<file path="config.mk">
export PLATFORM = sky130hd
export DESIGN_NAME = cla_adder16
export DESIGN_NICKNAME = d
export VERILOG_FILES = /design/src/rtl/cla_pkg.sv /design/src/rtl/cla_bit_class.sv /design/src/rtl/cla_reduce.sv /design/src/rtl/cla_carry_unit.sv /design/src/rtl/cla_adder16.sv
export SDC_FILE = /design/constraint.sdc
export NUM_CORES = 1
export LEC_CHECK = 0
export CAP_MARGIN = 25
export CORE_ASPECT_RATIO = 1.2
export CORE_MARGIN = 1
export CORE_UTILIZATION = 42
export CTS_CLUSTER_DIAMETER = 80
export DETAILED_ROUTE_END_ITERATION = 6
export PLACE_DENSITY = 0.83
export SYNTH_ARGS = -nofsm -noshare
export SYNTH_HDL_FRONTEND = slang
export SYNTH_SLANG_ARGS = --single-unit
</file>
<file path="constraint.sdc">
create_clock -name clk -period 0.8 [get_ports clk]
set_clock_uncertainty 0.2 [all_clocks]
set_input_delay 0.16 -clock clk [delete_from_list [all_inputs] [get_ports clk]]
set_output_delay 0.16 -clock clk [all_outputs]
set_load 0.05 [all_outputs]
</file>
<file path="src/rtl/cla_pkg.sv">
package cla_pkg;

    typedef enum logic [1:0] {
        CK_STOP = 2'd0,
        CK_PROP = 2'd1,
        CK_GEN  = 2'd2
    } carry_kind_e;

    // Number of tree levels needed to reduce n inputs with a fan-in of f.
    function automatic int tree_levels(input int n, input int f);
        int cnt;
        int lv;
        cnt = n;
        lv  = 0;
        while (cnt > 1) begin
            cnt = (cnt + f - 1) / f;
            lv  = lv + 1;
        end
        if (lv < 1) lv = 1;
        return lv;
    endfunction

endpackage

</file>
<file path="src/rtl/cla_bit_class.sv">
module cla_bit_class
    import cla_pkg::*;
#(
    parameter int W = 16
) (
    input  logic [W-1:0] a,
    input  logic [W-1:0] b,
    output logic [W-1:0] gen,
    output logic [W-1:0] prop
);
    carry_kind_e kind [W];

    for (genvar i = 0; i < W; i++) begin : g_bit
        always_comb begin
            if (a[i] && b[i])
                kind[i] = CK_GEN;
            else if (a[i] ^ b[i])
                kind[i] = CK_PROP;
            else
                kind[i] = CK_STOP;
            gen[i]  = (kind[i] == CK_GEN);
            prop[i] = (kind[i] == CK_PROP);
        end
    end

endmodule

</file>
<file path="src/rtl/cla_reduce.sv">
module cla_reduce
    import cla_pkg::*;
#(
    parameter int N      = 4,
    parameter int FANIN  = 8,
    parameter bit IS_AND = 1'b1
) (
    input  logic [N-1:0] din,
    output logic         y
);
    localparam int LEVELS = tree_levels(N, FANIN);

    logic [N-1:0] stage [LEVELS+1];
    logic         acc;

    // Each node of level l combines up to FANIN nodes of level l-1;
    // nodes past the live count see only identity inputs.
    always_comb begin
        stage[0] = din;
        acc      = IS_AND;
        for (int l = 1; l <= LEVELS; l++) begin
            for (int k = 0; k < N; k++) begin
                acc = IS_AND;
                for (int j = 0; j < FANIN; j++) begin
                    if (k * FANIN + j < N) begin
                        if (IS_AND)
                            acc = acc & stage[l-1][k*FANIN+j];
                        else
                            acc = acc | stage[l-1][k*FANIN+j];
                    end
                end
                stage[l][k] = acc;
            end
        end
    end

    assign y = stage[LEVELS][0];

endmodule

</file>
<file path="src/rtl/cla_carry_unit.sv">
module cla_carry_unit #(
    parameter int W     = 16,
    parameter int FANIN = 8
) (
    input  logic [W-1:0] gen,
    input  logic [W-1:0] prop,
    input  logic         cin,
    output logic [W:0]   carry
);
    // gv[0] is the external carry seen as the generate of a position below bit 0.
    logic [W:0] gv;
    assign gv       = {gen, cin};
    assign carry[0] = cin;

    for (genvar i = 1; i <= W; i++) begin : g_pos
        logic [i:0] term;
        for (genvar t = 0; t <= i; t++) begin : g_term
            if (t == i) begin : g_direct
                assign term[t] = gv[t];
            end else begin : g_prod
                cla_reduce #(.N(i - t + 1), .FANIN(FANIN), .IS_AND(1'b1)) u_and (
                    .din ({prop[i-1:t], gv[t]}),
                    .y   (term[t])
                );
            end
        end
        cla_reduce #(.N(i + 1), .FANIN(FANIN), .IS_AND(1'b0)) u_or (
            .din (term),
            .y   (carry[i])
        );
    end

endmodule

</file>
<file path="src/rtl/cla_adder16.sv">
module cla_adder16 #(
    parameter int W       = 16,
    parameter int FANIN   = 8,
    parameter bit REG_OUT = 1'b1
) (
    input  logic         clk,
    input  logic         rst_n,
    input  logic [W-1:0] a,
    input  logic [W-1:0] b,
    input  logic         cin,
    output logic [W-1:0] sum,
    output logic         cout
);
    typedef struct packed {
        logic [W-1:0] sum;
        logic         cout;
    } result_t;

    logic [W-1:0] gen;
    logic [W-1:0] prop;
    logic [W:0]   carry;
    result_t      res_d;
    result_t      res_q;

    cla_bit_class #(.W(W)) u_class (
        .a    (a),
        .b    (b),
        .gen  (gen),
        .prop (prop)
    );

    cla_carry_unit #(.W(W), .FANIN(FANIN)) u_carry (
        .gen   (gen),
        .prop  (prop),
        .cin   (cin),
        .carry (carry)
    );

    always_comb begin
        res_d.sum  = prop ^ carry[W-1:0];
        res_d.cout = carry[W];
    end

    if (REG_OUT) begin : g_reg
        always_ff @(posedge clk or negedge rst_n) begin
            if (!rst_n)
                res_q <= '0;
            else
                res_q <= res_d;
        end
    end else begin : g_comb
        always_comb res_q = res_d;
    end

    assign sum  = res_q.sum;
    assign cout = res_q.cout;

endmodule

</file>
==> flow_summary.rst, run 1 <==
.. list-table::
   :header-rows: 1

   * - Metric
     - Value
   * - Global placer's final weighted congestion
     - approximately 0.83
   * - Fraction of registers with async set/reset
     - 100.0%
   * - Most frequent cells after synthesis
     - 17 x sky130_fd_sc_hd__dfrtp_1, 17 x sky130_fd_sc_hd__ha_1, 13 x sky130_fd_sc_hd__nor2_1
   * - Clock sink count
     - 17
   * - Number of buffer cells added on primary ports
     - between 50 and 60
   * - # IOs
     - 52
   * - Status
     - did not finish
   * - Placed Instance Area
     - 2232 um^2
   * - Number of resized instances in the post-cts repair step
     - 130
   * - Most common flop cell mapped by yosys
     - sky130_fd_sc_hd__dfrtp_1
   * - H-tree depth
     - 1
   * - Area share of the leading cell type in the synthesized netlist
     - around 36%
   * - Maximum clock path buffer count
     - 2
   * - Post-placement cell count
     - 232
   * - Synthesized flop and latch total
     - 17
   * - Stage at which the flow ended
     - clock tree synthesis
   * - FP Rows
     - 20
   * - Distinct cell type count after synthesis
     - 38
   * - Average footprint of a synthesized cell
     - 9.916 um^2
   * - Number of enable-type register cells in the synthesized netlist
     - 0
   * - Effective utilization at floorplan
     - 45.72%
   * - Syn Std Cell Area
     - approximately 1200 um^2
   * - Synth warnings
     - 0
   * - First error line in the log
     - [ERROR DPL-0033] detailed placement checks failed during check placement.
   * - Synthesized netlist cell count
     - 120
   * - DP HPWL
     - about 3400 um
   * - Most area-consuming cells after synthesis
     - sky130_fd_sc_hd__dfrtp_1 36%, sky130_fd_sc_hd__ha_1 18%, sky130_fd_sc_hd__xnor2_1 5.9%
   * - Total CTS buffers
     - 3
   * - Chip Height
     - approximately 60 um
   * - Postcts setup bufs
     - 10
   * - Share of the yosys chip area belonging to registers
     - 35.75%
   * - Area leader, netlist
     - sky130_fd_sc_hd__dfrtp_1
   * - Die width
     - a little over 50 um
   * - Root buffer cell
     - sky130_fd_sc_hd__clkbuf_4
   * - Synth Net Count
     - ~170
-- cells by family after synthesis --
family / after synthesis / share of synthesized area [%]
XOR/XNOR: 9 / 6.625
AND/OR/NAND/NOR: 32 / 12.30
flip-flops: 17 / 35.75
AO/OA/AOI/OAI: 37 / 23.45
adder cells (fa/ha/maj): 18 / 19.56
buffers and inverters: 7 / 2.313
-- per-stage QoR --
stage / hold slack, ns / worst slack, ns
after detailed placement: 0.3085 / -1.669
after global placement: 0.3084 / -1.566
after floorplan: -0.3356 / -0.9885
==> run 2, diff against run 1 <==
--- a/config.mk
+++ b/config.mk
@@ -6,12 +6,10 @@
 export NUM_CORES = 1
 export LEC_CHECK = 0
 export CAP_MARGIN = 25
-export CORE_ASPECT_RATIO = 1.2
-export CORE_MARGIN = 1
-export CORE_UTILIZATION = 42
-export CTS_CLUSTER_DIAMETER = 80
+export CORE_AREA = 2 2 63 65
 export DETAILED_ROUTE_END_ITERATION = 6
-export PLACE_DENSITY = 0.83
+export DIE_AREA = 0 0 65 67
+export PLACE_DENSITY_LB_ADDON = 0.15
 export SYNTH_ARGS = -nofsm -noshare
 export SYNTH_HDL_FRONTEND = slang
 export SYNTH_SLANG_ARGS = --single-unit
==> flow_summary.rst, run 2 <==
.. list-table::
   :header-rows: 1

   * - Metric
     - Value
   * - Pre-CTS WS
     - -1.630 ns
   * - DP HPWL
     - between 2000 and 3000 um
   * - Number of standard cells in the final layout excluding fillers
     - around 260
   * - Wire length of the first global-routing pass
     - ~6600 um
   * - Largest register FFs
     - 16
   * - Least-Margin Pin Slew
     - 0.3179 ns
   * - Share of the cycle needed by the critical path after routing
     - 222.6%
   * - Violated checks
     - negative setup slack
   * - Power Density
     - about 1700 nW/um^2
   * - Distinct cell type count after synthesis
     - 38
   * - Synthesized flop and latch total
     - 17
   * - Endpoint arrival time on the critical path
     - 1.77 ns
   * - Root buffer cell
     - sky130_fd_sc_hd__clkbuf_8
   * - Largest net degree at the start of global routing
     - 18
   * - Psw
     - ~1800 uW
   * - H-tree depth
     - 1
   * - Synth warnings
     - 0
   * - HP Class
     - in2async
   * - Routed Wire Length
     - just over 4000 um
   * - Rel. slew slack
     - between 70% and 80%
   * - Nature of the critical path startpoint
     - input port
   * - Critical path endpoint category
     - register
   * - Fraction of registers with async set/reset
     - between 90% and 100%
   * - Leading cell types in the layout, fill and taps excluded
     - 35 x sky130_fd_sc_hd__buf_4, 18 x sky130_fd_sc_hd__buf_12, 15 x sky130_fd_sc_hd__dfrtp_2, 14 x sky130_fd_sc_hd__dlygate4sd2_1, 12 x sky130_fd_sc_hd__ha_4
   * - Data required time at the worst endpoint
     - roughly 0.8 ns
   * - Antenna diodes
     - 0
   * - Complex-gate fraction of the synthesized area
     - between 20% and 30%
   * - Register area
     - around 440 um^2
   * - Synth Net Count
     - 173
   * - Global routing usage summed across all routing layers
     - between 20% and 30%
   * - Initial DRT Pass Iterations
     - 4
   * - RSZ-0062 raised after global routing
     - yes
   * - Achievable Freq
     - around 0.56 GHz
   * - Total CTS buffers
     - 3
   * - Start point of the critical path
     - a[3]
   * - Most area-consuming cells after synthesis
     - sky130_fd_sc_hd__dfrtp_1 36%, sky130_fd_sc_hd__ha_1 18%, sky130_fd_sc_hd__xnor2_1 5.9%
   * - Largest fanout on the critical path
     - 6
   * - Synth Area in Adders
     - about a fifth
   * - Routed len/inst
     - ~15 um
   * - Pins Over Slew Limit
     - 0
   * - Number of violations reported at the end of detailed-routing iteration 0
     - 23
   * - Clock share of power
     - ~14%
   * - Global route overflow
     - 0
   * - Filler Cells Inserted
     - around 230
   * - Synthesized netlist cell count
     - 120
   * - Critical Path Slowest Stage Cell
     - sky130_fd_sc_hd__a2111o_1
   * - Share of total power in combinational logic
     - between 50 and 60%
   * - Post-placement cell count
     - 247
   * - Fraction of final layout cells sized beyond drive strength 1
     - 67.59%
   * - Initial antenna violation count
     - 0
   * - Vias in the first global route
     - between 1k and 1.5k
   * - Post-synthesis simple-gate area fraction
     - 12.30%
   * - Maximum clock path buffer count
     - 2
   * - Area leader, netlist
     - sky130_fd_sc_hd__dfrtp_1
   * - Minimum period implied by the final worst setup slack
     - roughly 1.8 ns
   * - Most frequent cells after synthesis
     - 17 x sky130_fd_sc_hd__dfrtp_1, 17 x sky130_fd_sc_hd__ha_1, 13 x sky130_fd_sc_hd__nor2_1
   * - Die width
     - about 65 um
   * - Share of the yosys chip area belonging to registers
     - between 30% and 40%
   * - Via total after detailed routing
     - between 1k and 1.5k
   * - Number of buffer cells added on primary ports
     - 51
   * - Final Hold Viols
     - 0
   * - Count of final setup violators
     - 34
   * - Global placer's final weighted congestion
     - 0.8515
   * - Utilization after layout
     - between 70% and 80%
   * - Maximum vdd ir drop
     - 1.262 mV
   * - Main combinational cell family by area after synthesis
     - compound AO/OA/AOI/OAI gates
   * - Setup slack after layout
     - -0.9808 ns
   * - Post-synthesis mux area share
     - 0%
   * - Capture point of the worst path
     - sum[14]
   * - TritonCTS clock tree
     - yes
   * - Series of cell instances along the critical path
     - buf_6 -> ha_4 -> a211o_4 -> a211oi_4 -> a21oi_4 -> a2111o_1 -> nand3_1
   * - Total negative slack for setup checks
     - -19.15 ns
   * - Nets
     - 270
   * - # IOs
     - 52
   * - Static leakage
     - approximately 0.0011 uW
   * - Critical path class
     - in2reg
   * - Residual DRC
     - 0
   * - Status
     - complete, but fails checks
   * - Via count normalized by instance count
     - between 4 and 5
   * - Clock-pin slew on the worst setup and hold paths
     - roughly 0.07 ns
   * - Most common library cell in the layout ignoring fill and taps
     - sky130_fd_sc_hd__buf_4
   * - Core Footprint
     - roughly 3600 um^2
   * - Number of enable-type register cells in the synthesized netlist
     - 0
   * - Syn Std Cell Area
     - around 1200 um^2
   * - Sequential fraction of design power
     - 26.0%
   * - Number of nets with antenna violations after detailed routing
     - 0
   * - Switching portion of total power
     - 38.29%
   * - Area share of the leading cell type in the synthesized netlist
     - between 30% and 40%
   * - Average footprint of a synthesized cell
     - approximately 9.9 um^2
   * - Area growth, synth to finish
     - 128.0%
   * - Chip Height
     - between 60 and 70 um
   * - FP Rows
     - 22
   * - Die Footprint
     - 4355 um^2
   * - Max-cap violations
     - 0
   * - Int Pwr
     - around 2900 uW
   * - Most common flop cell mapped by yosys
     - sky130_fd_sc_hd__dfrtp_1
   * - Delay of the slowest cell on the worst path
     - between 0.4 and 0.5 ns
   * - Synthesized-area fraction occupied by xor and xnor cells
     - between 6 and 7%
   * - Multi-input gate area in the final layout
     - about 1100 um^2
   * - Effective utilization at floorplan
     - about 33%
   * - Clock sink count
     - 17
[run 2: cell counts after synthesis]
No cell type changed its count.
[run 2: how the worst min path moves through the flow]
stage | startpoint | slack, ns | cells past startpoint | endpoint
after floorplan | rst_n | -0.34 | 0 | cout
after detailed placement | rst_n | 0.33 | 2 | sum[4]
after global routing | rst_n | 0.07 | 2 | sum[4]
after CTS | rst_n | 0.07 | 2 | sum[4]
after global placement | rst_n | 0.32 | 2 | sum[4]
final | rst_n | 0.06 | 2 | sum[4]
[run 2: logic make-up (layout without fill, tap and decap cells)]
family / after synthesis / after routing
buffers and inverters: 7 / 103
XOR/XNOR: 9 / 9
AND/OR/NAND/NOR: 32 / 32
flip-flops: 17 / 17
AO/OA/AOI/OAI: 37 / 37
adder cells (fa/ha/maj): 18 / 18
[run 2: cell type report]
type | instances | share of cell area, %
repair buffers | 93 | 36.85
clock buffers | 4 | 1.661
inverters | 6 | 1.107
well taps | 48 | 2.214
flip-flops and latches | 17 | 16.37
multi-input cells | 96 | 41.79
[run 2: timing repair]
item	in CTS	in global routing
gates resized for setup	126	10
hold buffers	0	0
setup endpoints to repair	34	34
pin swaps	41	16
buffers inserted	12	2
[run 2: power by group through the flow]
stage	clock network [uW]	logic, uW	registers (uW)
detailed placement	0	2370	1230
floorplan	0	554	1730
CTS	662	2700	1210
global placement	0	2330	1210
finish	657	2780	1210
global route	713	2920	1220
[run 2: worst max-delay path: cells and delay by family]
family | cells | cell delay, ns
AO/OA/AOI/OAI | 4 | 1.21
AND/OR/NAND/NOR | 1 | 0.07
buffers and inverters | 1 | 0.10
adder cells (fa/ha/maj) | 1 | 0.23
[run 2: through the flow]
step | area [um^2] | total power, uW | hold slack, ns
floorplan | 1285 | 2288 | -0.3356
global placement | 2251 | 3548 | 0.3152
detailed placement | 2251 | 3595 | 0.3320
CTS | 2661 | 4570 | 0.07125
global route | 2713 | 4856 | 0.07221
finish | 2713 | 4643 | 0.05659
[run 2: metal layers]
metal | vias up | global-route usage [%] | share of wire, % | routed length [um]
li1 | 630 | - | - | -
met1 | 615 | 20.81 | 37 | 1521
met2 | 53 | 40.85 | 57 | 2318
met3 | 4 | 3.378 | 5.0 | 205
met4 | 0 | 6.383 | 1.1 | 45
met5 | - | 0 | 0 | 0
No activity file was read; power rests on OpenSTA's default activity.
==> run 3, diff against run 2 <==
--- a/config.mk
+++ b/config.mk
@@ -10,6 +10,7 @@
 export DETAILED_ROUTE_END_ITERATION = 6
 export DIE_AREA = 0 0 65 67
 export PLACE_DENSITY_LB_ADDON = 0.15
+export SLEW_MARGIN = 15
 export SYNTH_ARGS = -nofsm -noshare
 export SYNTH_HDL_FRONTEND = slang
 export SYNTH_SLANG_ARGS = --single-unit
==> constraint.sdc (replaced) <==
create_clock -name clk -period 1.7 [get_ports clk]
set_clock_uncertainty 0.2 [all_clocks]
set_input_delay 0.34 -clock clk [delete_from_list [all_inputs] [get_ports clk]]
set_output_delay 0.34 -clock clk [all_outputs]
set_load 0.05 [all_outputs]
==> flow_summary.rst, run 3 (synthesis gave the netlist of run 2 again) <==
.. list-table::
   :header-rows: 1

   * - Metric
     - Value
   * - Power Density
     - roughly 800 nW/um^2
   * - DP HPWL
     - 2752 um
   * - Largest register FFs
     - 16
   * - Antenna diodes
     - 0
   * - Final Hold Viols
     - 0
   * - Max-cap violations
     - 0
   * - Routed Wire Length
     - 3840 um
   * - Total power consumption of the routed design
     - ~2100 uW
   * - Global routing usage summed across all routing layers
     - around 18%
   * - Residual DRC
     - 0
   * - Nets
     - between 200 and 300
   * - Critical path endpoint category
     - register
   * - FP Rows
     - 22
   * - Nature of the critical path startpoint
     - input port
   * - Largest fanout on the critical path
     - 5
   * - Vias in the first global route
     - 1333
   * - Via total after detailed routing
     - around 1.3k
   * - Initial antenna violation count
     - 0
   * - Rel. slew slack
     - approximately 73%
   * - Maximum vdd ir drop
     - 0.3759 mV
   * - # IOs
     - 52
   * - Initial DRT Pass Iterations
     - 4
   * - Area growth, synth to finish
     - 124.3%
   * - Largest net degree at the start of global routing
     - 18
   * - Root buffer cell
     - sky130_fd_sc_hd__clkbuf_8
   * - Die Footprint
     - about 4400 um^2
   * - RSZ-0062 raised after global routing
     - yes
   * - HP Class
     - in2async
   * - Number of violations reported at the end of detailed-routing iteration 0
     - 20
   * - Status
     - complete, but fails checks
   * - Fraction of final layout cells sized beyond drive strength 1
     - a little under three fifths
   * - Violated checks
     - negative setup slack
   * - Die width
     - about 65 um
   * - Critical path class
     - in2reg
   * - Minimum period implied by the final worst setup slack
     - between 2 and 2.5 ns
   * - Number of buffer cells added on primary ports
     - between 50 and 60
   * - Leading cell types in the layout, fill and taps excluded
     - 35 x sky130_fd_sc_hd__buf_4, 17 x sky130_fd_sc_hd__dfrtp_1, 17 x sky130_fd_sc_hd__buf_12, 16 x sky130_fd_sc_hd__dlygate4sd2_1
   * - Static leakage
     - approximately 0.0011 uW
   * - TritonCTS clock tree
     - yes
   * - Wire length of the first global-routing pass
     - 6127 um
   * - Count of final setup violators
     - 10
   * - Maximum clock path buffer count
     - 2
   * - Final Instance Area
     - 2669 um^2
   * - Total CTS buffers
     - 3
   * - Setup slack after layout
     - -0.3183 ns
   * - Post-Route Hold Slack
     - 0.2296 ns
   * - Achievable Freq
     - ~0.5 GHz
   * - Placed Instance Area
     - approximately 2200 um^2
   * - Global route overflow
     - 0
   * - Effective utilization at floorplan
     - approximately 33%
   * - Routed len/inst
     - 14.66 um
   * - Pins Over Slew Limit
     - 0
   * - Most common library cell in the layout ignoring fill and taps
     - sky130_fd_sc_hd__buf_4
   * - Clock-pin slew on the worst setup and hold paths
     - about 0.070 ns
   * - Share of the cycle needed by the critical path after routing
     - 118.7%
   * - Core Footprint
     - 3606 um^2
   * - Number of nets with antenna violations after detailed routing
     - 0
   * - Hold buffer count at CTS
     - 0
   * - Global placer's final weighted congestion
     - approximately 0.84
   * - Chip Height
     - ~67 um
   * - Endpoint arrival time on the critical path
     - approximately 2.0 ns
   * - Least-Margin Pin Slew
     - between 0.4 and 0.5 ns
   * - Via count normalized by instance count
     - 4.912
   * - Data required time at the worst endpoint
     - roughly 1.7 ns
   * - Clock sink count
     - 17
   * - H-tree depth
     - 1
   * - Total negative slack for setup checks
     - -2.269 ns
-- run 3: changes by cell type in the layout (fill, tap and decap cells not counted), sizes merged --
| cell | before | now |
|---|---|---|
| buf | 70 | 65 |
| dlygate4sd2 | 14 | 16 |
| clkdlybuf4s15 | 2 | 3 |
-- run 3: cell type report --
type                       instances  area, um^2
multi-input combinational         96        1135
timing repair buffer              91       980.9
fill                             241       937.1
sequential                        17       425.4
tap                               48       60.06
clock buffer                       4       45.04
inverter                           6       22.52
-- run 3: worst max-delay path by stage --
stage / from / endpoint / depth (start not counted)
floorplan: a[3] / cout / 6
global placement: a[3] / cout / 7
detailed placement: a[3] / cout / 7
CTS: b[3] / cout / 7
global route: a[3] / sum[9] / 9
finish: a[3] / sum[9] / 9
-- run 3: stage by stage --
stage / util [%] / setup slack [ns] / cells
after floorplan: - / -0.2685 / 120
after global placement: 61.28 / -0.8378 / 247
after detailed placement: 61.28 / -0.8960 / 247
after CTS: 68.81 / -0.2381 / 259
after global routing: 74.01 / -0.3873 / 262
final: 74.01 / -0.3183 / 262
-- run 3: worst max-delay path, stage by stage --
cell and delay (ns):
sky130_fd_sc_hd__buf_6 0.10, sky130_fd_sc_hd__ha_4 0.24, sky130_fd_sc_hd__a211o_4 0.36, sky130_fd_sc_hd__a211oi_4 0.32, sky130_fd_sc_hd__a21oi_4 0.14, sky130_fd_sc_hd__buf_6 0.14
sky130_fd_sc_hd__buf_6 0.12, sky130_fd_sc_hd__o22ai_4 0.11, sky130_fd_sc_hd__xnor2_1 0.13
-- run 3: where the power goes --
| part | internal (uW) | leakage (uW) | switching, uW |
|---|---|---|---|
| clock | 166 | 0.0000228 | 137 |
| combinational | 673 | 0.000930 | 618 |
| sequential | 484 | 0.000197 | 68.7 |
| total | 1320 | 0.00115 | 823 |
-- run 3: routing by layer --
| layer | track usage [%] | up-vias | part of all wire [%] | wire [um] |
|---|---|---|---|---|
| li1 | - | 628 | - | - |
| met1 | 21.35 | 622 | 40 | 1554 |
| met2 | 35.18 | 35 | 54 | 2069 |
| met3 | 2.872 | 2 | 4.8 | 183 |
| met4 | 4.787 | 0 | 0.86 | 33 |
| met5 | 0 | - | 0 | 0 |
-- run 3: repair_timing --
action | in CTS | in global routing
endpoints found under the setup margin | 15 | 12
pin swaps | 39 | 25
resized for setup | 93 | 31
hold endpoints to repair | 0 | 0
buffers inserted | 8 | 4
